`src/rtl/spi3_pkg.sv`:
```
package spi3_pkg;

    typedef enum logic [1:0] {
        ST_IDLE,
        ST_LEAD,
        ST_SHIFT,
        ST_GAP
    } spi3_state_e;

    // Word-length field value selecting a single byte per access
    localparam logic [1:0] WORD_LEN_ONE = 2'b00;

    // System cycles per sclk half period so that the period is >= 1/max rate
    function automatic int half_cycles(input int sys_mhz, input int max_mhz);
        int h;
        h = (sys_mhz * 500 + max_mhz * 1000 - 1) / (max_mhz * 1000);
        return (h < 1) ? 1 : h;
    endfunction

endpackage

```
`src/rtl/spi3_halfdiv.sv`:
```
module spi3_halfdiv #(
    parameter int HALF_CYC = 2
) (
    input  logic clk,
    input  logic rst_n,
    input  logic en,
    output logic tick
);
    localparam int CW = (HALF_CYC > 1) ? $clog2(HALF_CYC) : 1;
    localparam logic [CW-1:0] LAST = CW'(HALF_CYC - 1);

    logic [CW-1:0] cnt_d, cnt_q;

    always_comb begin
        cnt_d = cnt_q;
        tick  = 1'b0;
        if (!en) begin
            cnt_d = '0;
        end else if (cnt_q == LAST) begin
            tick  = 1'b1;
            cnt_d = '0;
        end else begin
            cnt_d = cnt_q + 1'b1;
        end
    end

    always_ff @(posedge clk or negedge rst_n) begin
        if (!rst_n) cnt_q <= '0;
        else        cnt_q <= cnt_d;
    end
endmodule

```
`src/rtl/spi3_txsr.sv`:
```
module spi3_txsr #(
    parameter int W = 24
) (
    input  logic         clk,
    input  logic         rst_n,
    input  logic         load,
    input  logic [W-1:0] load_val,
    input  logic         shift,
    output logic         msb
);
    logic [W-1:0] sr_d, sr_q;

    always_comb begin
        sr_d = sr_q;
        if (load)       sr_d = load_val;
        else if (shift) sr_d = {sr_q[W-2:0], 1'b0};
    end

    always_ff @(posedge clk or negedge rst_n) begin
        if (!rst_n) sr_q <= '0;
        else        sr_q <= sr_d;
    end

    assign msb = sr_q[W-1];
endmodule

```
`src/rtl/spi3_rxsr.sv`:
```
module spi3_rxsr #(
    parameter int W = 8
) (
    input  logic         clk,
    input  logic         rst_n,
    input  logic         clr,
    input  logic         shift,
    input  logic         in_bit,
    output logic [W-1:0] q
);
    logic [W-1:0] sr_d, sr_q;

    always_comb begin
        sr_d = sr_q;
        if (clr)        sr_d = '0;
        else if (shift) sr_d = {sr_q[W-2:0], in_bit};
    end

    always_ff @(posedge clk or negedge rst_n) begin
        if (!rst_n) sr_q <= '0;
        else        sr_q <= sr_d;
    end

    assign q = sr_q;
endmodule

```
`src/rtl/spi3_ctrl.sv`:
```
module spi3_ctrl
    import spi3_pkg::*;
#(
    parameter int SYS_CLK_MHZ  = 100,
    parameter int SCLK_MAX_MHZ = 25,
    parameter int ADDR_W       = 13,
    parameter int DATA_W       = 8,
    parameter int GAP_HALVES   = 2
) (
    input  logic              clk,
    input  logic              rst_n,
    input  logic              start,
    input  logic              rw,
    input  logic [ADDR_W-1:0] addr,
    input  logic [DATA_W-1:0] wdata,
    output logic              busy,
    output logic              done,
    output logic [DATA_W-1:0] rdata,
    output logic              sclk,
    output logic              cs_n,
    output logic              sdio_o,
    output logic              sdio_oe,
    input  logic              sdio_i
);
    localparam int INSTR_W  = 3 + ADDR_W;
    localparam int FRAME_W  = INSTR_W + DATA_W;
    localparam int CNT_W    = $clog2(FRAME_W);
    localparam int GAP_W    = $clog2(GAP_HALVES + 1);
    localparam int HALF_CYC = half_cycles(SYS_CLK_MHZ, SCLK_MAX_MHZ);

    localparam logic [CNT_W-1:0] LAST_BIT  = CNT_W'(FRAME_W - 1);
    localparam logic [CNT_W-1:0] TURN_BIT  = CNT_W'(INSTR_W - 1);
    localparam logic [CNT_W-1:0] FIRST_RX  = CNT_W'(INSTR_W);
    localparam logic [GAP_W-1:0] GAP_LAST  = GAP_W'(GAP_HALVES - 1);

    typedef struct packed {
        spi3_state_e      st;
        logic             sclk;
        logic             cs_n;
        logic             oe;
        logic             rw;
        logic [CNT_W-1:0] bit_cnt;
        logic [GAP_W-1:0] gap_cnt;
        logic             done;
    } ctrl_t;

    localparam ctrl_t CTRL_RST = '{
        st: ST_IDLE, sclk: 1'b0, cs_n: 1'b1, oe: 1'b0, rw: 1'b0,
        bit_cnt: '0, gap_cnt: '0, done: 1'b0
    };

    ctrl_t r_d, r_q;

    logic tick;
    logic div_en;
    logic tx_load, tx_shift;
    logic rx_clr, rx_shift;
    logic [FRAME_W-1:0] frame_val;

    assign frame_val = {rw, WORD_LEN_ONE, addr, wdata};
    assign div_en    = (r_q.st != ST_IDLE);

    spi3_halfdiv #(
        .HALF_CYC (HALF_CYC)
    ) u_div (
        .clk   (clk),
        .rst_n (rst_n),
        .en    (div_en),
        .tick  (tick)
    );

    spi3_txsr #(
        .W (FRAME_W)
    ) u_tx (
        .clk      (clk),
        .rst_n    (rst_n),
        .load     (tx_load),
        .load_val (frame_val),
        .shift    (tx_shift),
        .msb      (sdio_o)
    );

    spi3_rxsr #(
        .W (DATA_W)
    ) u_rx (
        .clk    (clk),
        .rst_n  (rst_n),
        .clr    (rx_clr),
        .shift  (rx_shift),
        .in_bit (sdio_i),
        .q      (rdata)
    );

    always_comb begin
        r_d      = r_q;
        r_d.done = 1'b0;
        tx_load  = 1'b0;
        tx_shift = 1'b0;
        rx_clr   = 1'b0;
        rx_shift = 1'b0;

        unique case (r_q.st)
            ST_IDLE: begin
                if (start) begin
                    r_d.st      = ST_LEAD;
                    r_d.cs_n    = 1'b0;
                    r_d.oe      = 1'b1;
                    r_d.rw      = rw;
                    r_d.sclk    = 1'b0;
                    r_d.bit_cnt = '0;
                    tx_load     = 1'b1;
                    rx_clr      = 1'b1;
                end
            end
            ST_LEAD: begin
                // first bit is already on the line; raise the first edge
                if (tick) begin
                    r_d.st   = ST_SHIFT;
                    r_d.sclk = 1'b1;
                end
            end
            ST_SHIFT: begin
                if (tick) begin
                    if (r_q.sclk) begin
                        r_d.sclk = 1'b0;
                        if (r_q.bit_cnt == LAST_BIT) begin
                            r_d.st      = ST_GAP;
                            r_d.cs_n    = 1'b1;
                            r_d.oe      = 1'b0;
                            r_d.gap_cnt = '0;
                        end else begin
                            r_d.bit_cnt = r_q.bit_cnt + 1'b1;
                            tx_shift    = 1'b1;
                            // hand the line to the peripheral after the address
                            if (r_q.rw && (r_q.bit_cnt == TURN_BIT)) begin
                                r_d.oe = 1'b0;
                            end
                        end
                    end else begin
                        r_d.sclk = 1'b1;
                        if (r_q.rw && (r_q.bit_cnt >= FIRST_RX)) begin
                            rx_shift = 1'b1;
                        end
                    end
                end
            end
            ST_GAP: begin
                if (tick) begin
                    if (r_q.gap_cnt == GAP_LAST) begin
                        r_d.st   = ST_IDLE;
                        r_d.done = 1'b1;
                    end else begin
                        r_d.gap_cnt = r_q.gap_cnt + 1'b1;
                    end
                end
            end
            default: r_d = CTRL_RST;
        endcase
    end

    always_ff @(posedge clk or negedge rst_n) begin
        if (!rst_n) r_q <= CTRL_RST;
        else        r_q <= r_d;
    end

    assign busy    = (r_q.st != ST_IDLE);
    assign done    = r_q.done;
    assign sclk    = r_q.sclk;
    assign cs_n    = r_q.cs_n;
    assign sdio_oe = r_q.oe;
endmodule

```
`config.mk`:
```
export PLATFORM = sky130hd
export DESIGN_NAME = spi3_ctrl
export DESIGN_NICKNAME = d
export VERILOG_FILES = /design/src/rtl/spi3_pkg.sv /design/src/rtl/spi3_halfdiv.sv /design/src/rtl/spi3_txsr.sv /design/src/rtl/spi3_rxsr.sv /design/src/rtl/spi3_ctrl.sv
export SDC_FILE = /design/constraint.sdc
export NUM_CORES = 1
export LEC_CHECK = 0
export BUFFER_PORTS_ARGS = -buffer_cell sky130_fd_sc_hd__clkbuf_2
export CAP_MARGIN = 30
export CORE_ASPECT_RATIO = 0.8
export CORE_UTILIZATION = 51
export CTS_CLUSTER_SIZE = 30
export DETAILED_ROUTE_END_ITERATION = 8
export PLACE_DENSITY_LB_ADDON = 0.3
export SKIP_CTS_REPAIR_TIMING = 1
export SYNTH_ARGS = -nofsm -noshare
export SYNTH_HDL_FRONTEND = slang
export SYNTH_SLANG_ARGS = --single-unit
```
`constraint.sdc`:
```
create_clock -name clk -period 4.65 [get_ports clk]
set_input_delay 0.465 -clock clk [delete_from_list [all_inputs] [get_ports clk]]
set_output_delay 0.465 -clock clk [all_outputs]
set_load 0.02 [all_outputs]
```
**Word-level counts from Yosys, hierarchy flattened**

Cells that the tools add are included.
W data, S select, Z words.

- Logic and storage cells: 90
- Register bits: 47

- Multiplexer cells: 43
- Equality and inequality tests: 16
- Reductions and logical operators: 16
- $add $sub $neg: 3
- Magnitude comparators: 1

Operators with widths:

| operator | count |
|---|---|
| $mux W24 | 2 |
| $mux W1 | 20 |
| $ne A2 B2 Y1 const B | 9 |
| $mux W8 | 2 |
| $reduce_and A5 Y1 | 3 |
| $mux W2 | 7 |
| $mux W7 | 2 |
| $mux W11 | 1 |
| $mux W5 | 2 |
| $pmux W5 S2 | 1 |
| $reduce_bool A2 Y1 | 5 |
| $pmux W2 S2 | 2 |
| $pmux W2 S4 | 1 |
| $reduce_and A7 Y1 | 1 |
| $mux W3 | 2 |
| $reduce_and A6 Y1 | 1 |
| $add A5 B1 Y5 const B | 1 |
| $eq A5 B4 Y1 const B | 1 |
| $eq A5 B5 Y1 const B | 1 |
| $ge A5 B5 Y1 const B | 1 |
| $eq A2 B1 Y1 const B | 2 |
| $eq A2 B2 Y1 const B | 2 |
| $reduce_and A4 Y1 | 1 |
| $ne A3 B3 Y1 const B | 1 |
| 7 further kinds | 8 |

**Longest topological paths before layout**

Gate-level depths: netlist of the first run.

- Depth after elaboration: 8
- Mapped depth: 9
- Gate-level depth less buffers: 6

**Hierarchy**

A second synthesis of the first run with hierarchy kept.

- Cells, all modules: 225
- Area, all modules: 2361.0 um^2

By module, submodules not included:

| module | area an instance (um^2) | instances | sequential area each (um^2) | cells an instance |
|---|---|---|---|---|
| spi3_txsr | 1124.8 | 1 | 600.6 | 104 |
| spi3_ctrl | 869.6 | 1 | 351.6 | 92 |
| spi3_rxsr | 325.3 | 1 | 200.2 | 26 |
| spi3_halfdiv | 41.3 | 1 | 25.0 | 3 |

**Worst setup path after synthesis of the first run**

Ideal clock, no wire load.

- Path kind: register -> register
- Start: register r_q[12] (netlist name)
- End: register r_q[13] (netlist name)
- Library setup time: 0.125 ns
- Setup slack: 2.950 ns
- Data arrival time: 1.575 ns
- Cell stages (with the launch flop): 8
- Path buffers: 1
- Required time: 4.525 ns
- Cell sequence: dfrtp_1 -> inv_1 -> ha_1 -> buf_6 -> nand3b_1 -> nor2_2 -> o221ai_2 -> mux2_4

- Cells in the longest elaborated chain, start to end: 4

RTL lines:

| what | line | RTL |
|---|---|---|
| start, declared | spi3_ctrl.sv:52 | `ctrl_t r_d, r_q;` |
| start signal, assigned | spi3_ctrl.sv:163 | `else r_q <= r_d;` |
| $reduce_bool A2 Y1 | spi3_ctrl.sv:61 | `assign div_en = (r_q.st != ST_IDLE);` |
| $mux W1 | spi3_halfdiv.sv:17 | `if (!en) begin` |
| $ne A2 B2 Y1 (no source line) | - |  |
| $reduce_and A7 Y1 (no source line) | - |  |

Parallel ways exist; a longest one is shown, timed or not.
A chain may end at the register's enable or synchronous reset.

**Worst setup path in the final report of the first run**

- Start: register r_q[12] (netlist name)
- End: register u_tx.sr_q[22]

- Cells in the longest elaborated chain, start to end: 5

RTL lines:

| what | line | RTL |
|---|---|---|
| $reduce_bool A2 Y1 | spi3_ctrl.sv:61 |  |
| $mux W1 | spi3_halfdiv.sv:17 |  |
| $mux W1 | spi3_ctrl.sv:123 | `if (tick) begin` |
| $mux W1 | spi3_ctrl.sv:102 | `unique case (r_q.st)` |
| $reduce_bool A2 Y1 (no source line) | - |  |
| end signal, assigned | spi3_txsr.sv:21 | `else sr_q <= sr_d;` |
| end, declared | spi3_txsr.sv:11 | `logic [W-1:0] sr_d, sr_q;` |

Parallel ways exist; a longest one is shown, timed or not.

==> results.py, run 1 <==
metrics = {
    "timing": {
        "hold_viol_final": 0,
        "period_minus_slack_ns": 2.427,
        "rsz0062_at_grt": "false",
        "fmax_ghz": 0.4120,
        "setup_tns_ns": 0,
        "finalCritPeriodShare": 0.5220,
        "clock_skew_ns": 0.01232,
        "drv_slew": 0,
        "worst_pin_slew_ns": 0.9890,
        "setup_viol": 0,
        "setup_ws_ns": 2.223,
        "hold_slack_ns": 0.2413,
        "slew_headroom": 0.3407,
    },
    "grt": {
        "antenna_found_initial": 0,
        "grt.total_usage": 0.1841,
        "met1_usage": 0.2431,
        "met2_usage": 0.2924,
        "grt_max_degree": 58,
        "first_global_vias": 1593,
        "grt_pass1_wl_mm": 7.217,
        "gr-total-overflow": 0,
        "use_met3": 0.04366,
        "busiest_layer": "met2",
    },
    "yosys": {
        "synth_warnings": 0,
        "synth_compound_area_frac": 0.1691,
        "yosys.area_share.simple": 0.2060,
        "synth_seq_cells": 47,
        "ys_seq_area_frac": 0.4693,
        "yosys.area.top_type": "dfrtp_1",
        "yosysMostFrequentCell": "nand2_1",
        "synth_edf_count": 0,
        "netlist_top_cells_count": "70 x nand2_1, 46 x dfrtp_1, 21 x nand3_1, 21 x o211ai_2",
        "syn_nets": 289,
        "ys.flop_type": "dfrtp_1",
        "synth_area_leaders": "dfrtp_1 46%, nand2_1 10%, o211ai_2 10%",
        "synthArstFlopShare": 1.000,
        "synthDominantCellAreaShare": 0.4589,
        "synth_cell_type_count": 34,
        "synth_xor_area_frac": 0.003491,
        "synth_fa_ha_area_frac": 0.03990,
        "synth_top_family_by_area": "simple AND/OR/NAND/NOR gates",
        "syn_inst": 255,
        "synth_area_per_cell_sq_um": 9.838,
        "syn_area_sq_mm": 0.002509,
        "synthMuxAreaShare": 0.05486,
    },
    "clock_tree": {
        "cts_tree": "done",
        "clk_pin_slew_ns": 0.09,
        "numCtsBuffers": 5,
        "cts_root_buffer": "clkbuf_8",
        "cts.path.max_buffers": 2,
        "clk_latency_ns": 0.30,
        "cts.sinks": 47,
        "h-tree-depth": 2,
    },
    "detailed_routing": {
        "drc": 0,
        "first_pass_iters": 4,
        "initialDrtViolationCount": 110,
        "wl_mm": 4.392,
        "avgViaCountPerCell": 5.216,
        "ant_nets": 0,
        "vias": 1810,
        "routedWlPerCell_microns": 12.66,
    },
    "worst_setup_path": {
        "cp-end-kind": "flip-flop",
        "start_kind": "flip-flop",
        "critical_path.max_fanout": 46,
        "worstSetupPathType": "flip-flop to flip-flop",
        "r2r-start": "r_q[12]",
        "critPathArrivalTime_ns": 2.62,
        "reg2reg_depth": 5,
        "r2r_slack_ns": 2.22,
        "worstReg2RegEnd": "u_tx.sr_q[22]",
        "worstPathRequired_ns": 4.85,
    },
    "power_and_ir_drop": {
        "p_sw_frac": 0.3952,
        "p_per_area_mw_per_mm2": 583.3,
        "switchingPower_uw": 639.1,
        "p_int_uw": 978.1,
        "power_mw": 1.617,
        "comb_power_share": 0.431,
        "p_leak_nw": 1.350,
        "pwr-share-clk": 0.147,
        "ir_drop_mv": 0.2913,
        "seqPwrFrac": 0.422,
    },
    "cells_and_area": {
        "antenna_cells": 0,
        "utilization": 0.5960,
        "synthToLayoutAreaGrowth_pct": 10.52,
        "fin_nets": 320,
        "fillCellCount": 404,
        "drive_gt1_frac": 0.2857,
    },
    "run": {
        "maxCapViolCount": 0,
    },
    "floorplanning": {
        "start_util": 0.5393,
        "ioPinCount": 40,
        "rows": 22,
        "die_x_microns": 80.42,
        "coreArea_sq_mm": 0.004652,
        "die-area_sq_mm": 0.005205,
        "dieHeight_microns": 64.73,
    },
    "placement": {
        "io_buffer_count": 39,
        "dpl.hpwl_mm": 3.011,
        "place.gp.congestion": 0.8243,
        "place_ws_ns": 2.201,
    },
    "status": {
        "outcome": "finished clean",
    },
    "worst_hold_path": {
        "worstHoldPathType": "input pin to asynchronous set/reset pin",
    },
}
==> power by group through the flow <==
| stage | sequential (mW) | clock [mW] | combinational, mW |
|---|---|---|---|
| final | 0.682 | 0.238 | 0.697 |
| after CTS | 0.681 | 0.247 | 0.705 |
| after global placement | 0.683 | 0 | 0.678 |
| after floorplan | 0.705 | 0 | 0.536 |
| after global routing | 0.705 | 0.263 | 0.778 |
| after detailed placement | 0.687 | 0 | 0.705 |
==> flip-flops by register name, indices dropped and copies added, names as in the netlist <==
register,count
r_q,10
done,1
sdio_oe,1
u_tx.sr_q,24
cs_n,1
sclk,1
u_div.cnt_q,1
u_rx.q,8
==> per-layer routing <==
layer | vias up | wire, microns
met1 | 840 | 2149
li1 | 935 | -
met4 | 0 | 57
met3 | 5 | 169
met5 | - | 0
met2 | 30 | 2015
==> layout make-up <==
class,instances,area (sq um),area share
clock buffers,6,72.57,0.02617
clock inverters,2,12.51,0.004513
inverters,7,26.28,0.009477
multi-input cells,184,1191,0.4296
flip-flops and latches,47,1177,0.4246
well taps,60,75.07,0.02708
repair buffers,41,217.7,0.07852
==> cells in the final DEF (no fill, tap or decap) <==
cell type and count:
a211o_1 1, a21o_1 1, a21oi_1 7, a311oi_2 1, and3_1 2, and3_2 1, and3b_2 1, and4_1 1
and4b_1 1, buf_4 1, buf_8 1, clkbuf_1 1, clkbuf_2 39, clkbuf_8 5, clkinv_2 1, clkinvlp_4 1
dfrtp_1 46, dfstp_2 1, ha_1 8, inv_1 7, mux2_2 2, mux2_4 1, mux2i_1 10, nand2_1 69
nand2_2 1, nand2b_1 2, nand3_1 21, nand3b_1 1, nand4_1 1, nand4b_1 1, nor2_1 9, nor2_2 2
nor2b_1 1, nor2b_2 1, nor3_1 1, o211ai_2 21, o21ai_0 10, o21ai_1 3, o221ai_2 2, xnor2_1 1
==> per-stage QoR <==
step                area [sq um]  std cells
floorplan                   2509        255
global placement            2673        338
detailed placement          2688        339
CTS                         2773        347
global route                2773        347
finish                      2773        347
==> logic make-up (layout without fill, tap and decap cells) <==
logic type,after synthesis,in the layout
compound gates,46,46
mux,13,13
xor+xnor,1,1
simple gates,116,116
flops,47,47
buf+inv,24,56
fa+ha+maj,8,8
==> worst max-delay path: stages, from the launching register on <==
cell and delay [ns]:
dfrtp_1 0.40, inv_1 0.12, ha_1 0.50, and3_2 0.97, mux2i_1 0.27, nor2_1 0.05
==> worst max path at each step <==
stage | start | endpoint | slack [ns] | cells past startpoint
global route | r_q[12] | u_tx.sr_q[11] | 2.01 | 5
global placement | r_q[12] | u_tx.sr_q[21] | 2.21 | 5
detailed placement | r_q[12] | u_tx.sr_q[22] | 2.20 | 5
finish | r_q[12] | u_tx.sr_q[22] | 2.22 | 5
CTS | r_q[12] | u_tx.sr_q[22] | 2.21 | 5
floorplan | r_q[12] | r_q[13] | 2.95 | 7
(Power assumes the default switching activity.)
==> run 2, diff against run 1 <==
Settings changed: ABC_AREA set to 1.
Clock period 4.65 ns to 2.5 ns, I/O delays scaled along.
==> run 2 against run 1 <==
Register-to-register slack got worse by 1.7 ns; clock skew up 0.00073 ns; flip-flop and latch count did not move; global-route usage grew 3.3 points; largest cell class is now registers; largest power group is now registers.
==> results.py, run 2 <==
metrics = {
    "detailed_routing": {
        "dr.max_layer_used": "met4",
        "avgViaCountPerCell": 4.664,
        "routedWlPerCell_microns": 10.84,
        "wl_met2_mm": 2.086,
        "met3_wirelength_microns": 229,
        "drc": 0,
        "vias": 2085,
        "initialDrtViolationCount": 132,
        "ant_nets": 0,
        "wl_mm": 4.846,
        "drt-met1-wl_mm": 2.497,
        "first_pass_iters": 4,
    },
    "yosys": {
        "netlist_top_cells_count": "89 x nand2_1, 66 x inv_1, 51 x nor2_1, 46 x dfrtp_1, 32 x o21ai_0",
        "synth_seq_cells": 47,
        "yosysMostFrequentCell": "nand2_1",
        "ys_seq_area_frac": 0.4599,
        "synth_warnings": 0,
        "ys.flop_type": "dfrtp_1",
        "synth_area_per_cell_sq_um": 7.399,
        "synth_edf_count": 0,
        "synthArstFlopShare": 1.000,
        "syn_inst": 346,
        "synthDominantCellAreaShare": 0.4497,
        "syn_nets": 380,
        "synth_cell_type_count": 26,
        "syn_area_sq_mm": 0.002560,
        "yosys.area.top_type": "dfrtp_1",
        "synth_area_leaders": "dfrtp_1 45%, nand2_1 13%, inv_1 9.7%",
    },
    "power_and_ir_drop": {
        "pwr-share-clk": 0.202,
        "p_sw_frac": 0.4037,
        "p_per_area_mw_per_mm2": 931.4,
        "ir_drop_mv": 0.4641,
        "seqPwrFrac": 0.399,
        "p_leak_nw": 1.609,
        "p_int_mw": 1.602,
        "switchingPower_mw": 1.085,
        "comb_power_share": 0.399,
    },
    "floorplanning": {
        "dieHeight_microns": 65.37,
        "coreArea_sq_mm": 0.004707,
        "rows": 22,
        "start_util": 0.5439,
        "ioPinCount": 40,
        "die_x_microns": 81.21,
        "die-area_sq_mm": 0.005309,
    },
    "clock_tree": {
        "cts.path.max_buffers": 2,
        "h-tree-depth": 2,
        "cts_root_buffer": "clkbuf_8",
        "clk_pin_slew_ns": 0.09,
        "cts_tree": "done",
        "cts.sinks": 47,
        "clk_latency_ns": 0.30,
        "numCtsBuffers": 5,
    },
    "worst_setup_path": {
        "r2r_slack_ns": 0.57,
        "cpPeakStageDelay_ns": 0.42,
        "cpMostUsedCell": "nand2_1",
        "r2r-start": "r_q[12]",
        "crit_slowest_cell": "dfrtp_1",
        "start_kind": "flip-flop",
        "worstReg2RegEnd": "u_tx.sr_q[2]",
        "critical_path.max_fanout": 26,
        "critPathArrivalTime_ns": 2.12,
        "worstPathRequired_ns": 2.69,
        "worstSetupPathType": "flip-flop to flip-flop",
        "path_cells": "inv_1 > ha_1 > nand2_1 > inv_2 > nor2_1 > o21ai_0 > nand2_1",
        "reg2reg_depth": 7,
        "cp-end-kind": "flip-flop",
    },
    "cells_and_area": {
        "drive_gt1_frac": 0.1628,
        "largest_reg_flops": 24,
        "final_cells": 447,
        "synthToLayoutAreaGrowth_pct": 12.71,
        "fillCellCount": 417,
        "utilization": 0.6130,
        "antenna_cells": 0,
        "top_register": "u_tx.sr_q",
        "area.sequential_sq_mm": 0.001177,
        "multi_input_area_sq_mm": 0.001031,
        "fin_nets": 420,
        "final_common_cell": "nand2_1",
        "final_cell_mix": "89 x nand2_1, 66 x inv_1, 51 x nor2_1",
    },
    "timing": {
        "slew_headroom": 0.6250,
        "clock_skew_ns": 0.01305,
        "drv_slew": 0,
        "rsz0062_at_grt": "false",
        "hold_viol_final": 0,
        "fmax_ghz": 0.5174,
        "setup_viol": 0,
        "setup_tns_ns": 0,
        "worst_pin_slew_ns": 0.5624,
        "finalCritPeriodShare": 0.7731,
        "setup_ws_ns": 0.5674,
        "period_minus_slack_ns": 1.933,
    },
    "run": {
        "maxCapViolCount": 0,
    },
    "grt": {
        "gr-total-overflow": 0,
        "grt.total_usage": 0.2169,
        "grt_max_degree": 28,
        "first_global_vias": 1964,
        "grt_pass1_wl_mm": 8.721,
        "antenna_found_initial": 0,
    },
    "worst_hold_path": {
        "min_from": "rw",
        "worstHoldPathCells": 3,
        "worstHoldPathType": "input pin to flip-flop",
        "whs_endpoint": "r_q[8]",
    },
    "placement": {
        "place.gp.congestion": 0.8196,
        "dpl.hpwl_mm": 3.515,
        "dp.cells": 438,
        "place_ws_ns": 0.5443,
        "io_buffer_count": 39,
    },
    "status": {
        "outcome": "finished clean",
    },
}
run 2: per-stage QoR:
step / area [sq um] / hold WS, ns / power, mW
6_report: 2885 / 0.1666 / 2.687
5_1_grt: 2885 / 0.1767 / 2.936
4_1_cts: 2875 / -0.05454 / 2.706
3_5_place_dp: 2769 / 0.2742 / 2.160
3_3_place_gp: 2769 / 0.2747 / 2.132
2_1_floorplan: 2560 / -0.04559 / 1.937
run 2: how the worst max path moves through the flow:
stage	end	from	depth (start not counted)	slack (ns)
floorplan	u_tx.sr_q[23]	r_q[12]	11	0.88
global placement	u_tx.sr_q[23]	r_q[12]	8	0.64
detailed placement	u_tx.sr_q[2]	r_q[12]	7	0.54
CTS	u_tx.sr_q[2]	r_q[12]	7	0.53
global route	u_tx.sr_q[23]	r_q[13]	8	0.29
finish	u_tx.sr_q[2]	r_q[12]	7	0.57
run 2: logic make-up after synthesis:
kind of cell               count (synthesis)  share of synthesized area
DFF                                       47                     0.4599
xor gates and xnor gates                   1                   0.003422
AOI/OAI and AO/OA                         42                    0.08358
buffers and inverters                     80                     0.1373
adders and majority gates                  8                    0.03910
and+or+nand+nor                          168                     0.2766
run 2: critical path: cells and delay by family, from the launching register on:
family	cells	cell delay (ns)
and+or+nand+nor	3	0.44
AOI/OAI and AO/OA	1	0.19
buffers and inverters	2	0.54
adders and majority gates	1	0.24
DFF	1	0.42
run 2: layer usage:
metal / global-route usage / up-vias
li1: - / 1113
met1: 0.2899 / 919
met2: 0.3487 / 48
met3: 0.05000 / 5
met4: 0.06696 / 0
met5: 0 / -
run 2: power groups by stage:
| stage | Clock [mW] | Sequential, mW | Combinational [mW] |
|---|---|---|---|
| final | 0.542 | 1.07 | 1.07 |
| after global routing | 0.590 | 1.09 | 1.25 |
| after CTS | 0.557 | 1.07 | 1.08 |
| after detailed placement | 0 | 1.09 | 1.07 |
| after global placement | 0 | 1.08 | 1.05 |
| after floorplan | 0 | 1.08 | 0.854 |
run 2: final cells by class:
| type | count | area share |
|---|---|---|
| flip-flops and latches | 47 | 0.4081 |
| multi-input cells | 219 | 0.3573 |
| clock buffers | 7 | 0.02645 |
| repair buffers | 43 | 0.07892 |
| well taps | 60 | 0.02602 |
| clock inverters | 1 | 0.01041 |
| inverters | 70 | 0.09280 |
==> run 3, diff against run 2 <==
Clock period 2.5 ns to 1.6 ns, I/O delays scaled along.
==> run 3 against run 2 <==
Final area is 6.4% higher; core utilization rose by 3.9 points; register-to-register slack lost 0.51 ns; cell count up 3.1%; global-route usage fell by 1.3 points; clock-buffer cell count is 2 lower; wire length rose by 3.1%; first-iteration DRC count grew 21%; worst hold slack worse by 0.11 ns; largest cell class unchanged.
==> results.py, run 3 (synthesis results as in run 2) <==
metrics = {
    "detailed_routing": {
        "initialDrtViolationCount": 160,
        "avgViaCountPerCell": 4.666,
        "drc": 0,
        "vias": 2151,
        "first_pass_iters": 4,
        "ant_nets": 0,
        "wl_mm": 4.996,
        "routedWlPerCell_microns": 10.84,
    },
    "floorplanning": {
        "start_util": 0.5439,
        "dieHeight_microns": 65.37,
        "coreArea_sq_mm": 0.004707,
        "ioPinCount": 40,
        "rows": 22,
        "die-area_sq_mm": 0.005309,
        "die_x_microns": 81.21,
    },
    "power_and_ir_drop": {
        "ir_drop_mv": 1.001,
        "p_per_area_mw_per_mm2": 1458,
        "p_leak_nw": 1.691,
    },
    "cells_and_area": {
        "final_common_cell": "nand2_1",
        "final_cell_mix": "87 x nand2_1, 64 x inv_1, 49 x nor2_1",
        "antenna_cells": 0,
        "final_cells": 461,
        "multi_input_area_sq_mm": 0.001092,
        "fin_nets": 434,
        "synthToLayoutAreaGrowth_pct": 19.89,
        "top_register": "u_tx.sr_q",
        "drive_gt1_frac": 0.2170,
        "largest_reg_flops": 24,
        "fillCellCount": 397,
        "area.sequential_sq_mm": 0.001177,
    },
    "timing": {
        "period_minus_slack_ns": 1.543,
        "finalCritPeriodShare": 0.9647,
        "clock_skew_ns": 0.008850,
        "drv_slew": 0,
        "hold_viol_final": 0,
        "setup_viol": 0,
        "setup_tns_ns": 0,
        "rsz0062_at_grt": "true",
        "slew_headroom": 0.7543,
        "fmax_ghz": 0.6479,
        "worst_pin_slew_ns": 0.3648,
    },
    "worst_setup_path": {
        "cp-startpoint": "r_q[13]",
        "cp-end-kind": "flip-flop",
        "worstPathRequired_ns": 1.78,
        "crit_family": "simple AND/OR/NAND/NOR gates",
        "worstSetupPathType": "flip-flop to flip-flop",
        "path_cells": "buf_4 > ha_4 > buf_6 > nand2_1 > nand2_2 > nor2_2 > nand2_2 > nand2_1 > o21ai_0",
        "path_depth": 9,
        "cp_num_buf_inv": 2,
        "endpoint": "r_q[7]",
        "r2r-start": "r_q[13]",
        "crit_slowest_cell": "dfrtp_1",
        "critPathArrivalTime_ns": 1.73,
        "start_kind": "flip-flop",
        "reg2reg_depth": 9,
        "r2r_slack_ns": 0.06,
        "worstReg2RegEnd": "r_q[7]",
        "critical_path.max_fanout": 7,
        "cpPeakStageDelay_ns": 0.40,
    },
    "worst_hold_path": {
        "worstHoldPathType": "input pin to flip-flop",
        "worstHoldPathCells": 3,
    },
    "grt": {
        "gr-total-overflow": 0,
        "antenna_found_initial": 0,
        "first_global_vias": 1905,
        "grt_max_degree": 48,
        "grt_pass1_wl_mm": 8.307,
        "grt.total_usage": 0.2042,
    },
    "clock_tree": {
        "clk_latency_ns": 0.30,
        "cts_tree": "done",
        "clk_pin_slew_ns": 0.10,
        "h-tree-depth": 2,
        "numCtsBuffers": 5,
        "cts.sinks": 47,
        "cts.path.max_buffers": 2,
        "cts_root_buffer": "clkbuf_8",
    },
    "placement": {
        "place.gp.congestion": 0.8570,
        "dp.cells": 448,
        "io_buffer_count": 39,
        "dpl.hpwl_mm": 3.520,
    },
    "status": {
        "outcome": "finished clean",
    },
    "run": {
        "maxCapViolCount": 0,
    },
}
==> run 3: tightest hold or removal path, delay by kind of cell <==
kind | cells | cell delay, ns
AND/OR/NAND/NOR | 1 | 0.04
AO/OA/AOI/OAI | 1 | 0.06
buffers and inverters | 1 | 0.07
==> run 3: final cells by class <==
| cell class | count | area share |
|---|---|---|
| clock buffers | 5 | 0.02242 |
| well taps | 60 | 0.02446 |
| repair buffers | 57 | 0.1178 |
| multi-input cells | 219 | 0.3559 |
| clock inverters | 3 | 0.007746 |
| inverters | 70 | 0.08806 |
| flip-flops and latches | 47 | 0.3836 |
==> run 3: layer usage <==
layer  GRT usage  up-vias  part of all wire
met5           0        -                 0
met4     0.05580        0            0.0060
met3     0.05000        2             0.040
li1            -     1146                 -
met2      0.3088       34              0.43
met1      0.2902      969              0.52
==> run 3: through the flow <==
stage | util | hold WS, ns | setup slack [ns] | total power, mW | instance area (sq um)
after floorplan | - | -0.1356 | 0.01123 | 3.030 | 2562
after global placement | 0.6100 | 0.1674 | 0.02718 | 3.488 | 2872
after detailed placement | 0.6100 | 0.1690 | -0.03280 | 3.545 | 2872
after CTS | 0.6297 | -0.1595 | -0.05222 | 4.285 | 2964
after global routing | 0.6520 | 0.07056 | -0.04367 | 4.871 | 3069
final | 0.6520 | 0.05949 | 0.05654 | 4.475 | 3069
==> run 3: worst min path at each step <==
stage                  start            to  slack [ns]
global placement       rst_n     u_rx.q[3]        0.17
detailed placement     rst_n     u_rx.q[3]        0.17
global route        wdata[0]  u_tx.sr_q[0]        0.07
CTS                    rst_n     u_rx.q[7]       -0.16
finish              wdata[0]  u_tx.sr_q[0]        0.06
floorplan              rst_n          done       -0.14
==> run 3: where the power goes <==
group	switching [mW]	total [mW]	internal (mW)
Sequential	0.182	1.68	1.49
Combinational	1.26	2.06	0.805
Clock	0.424	0.737	0.313
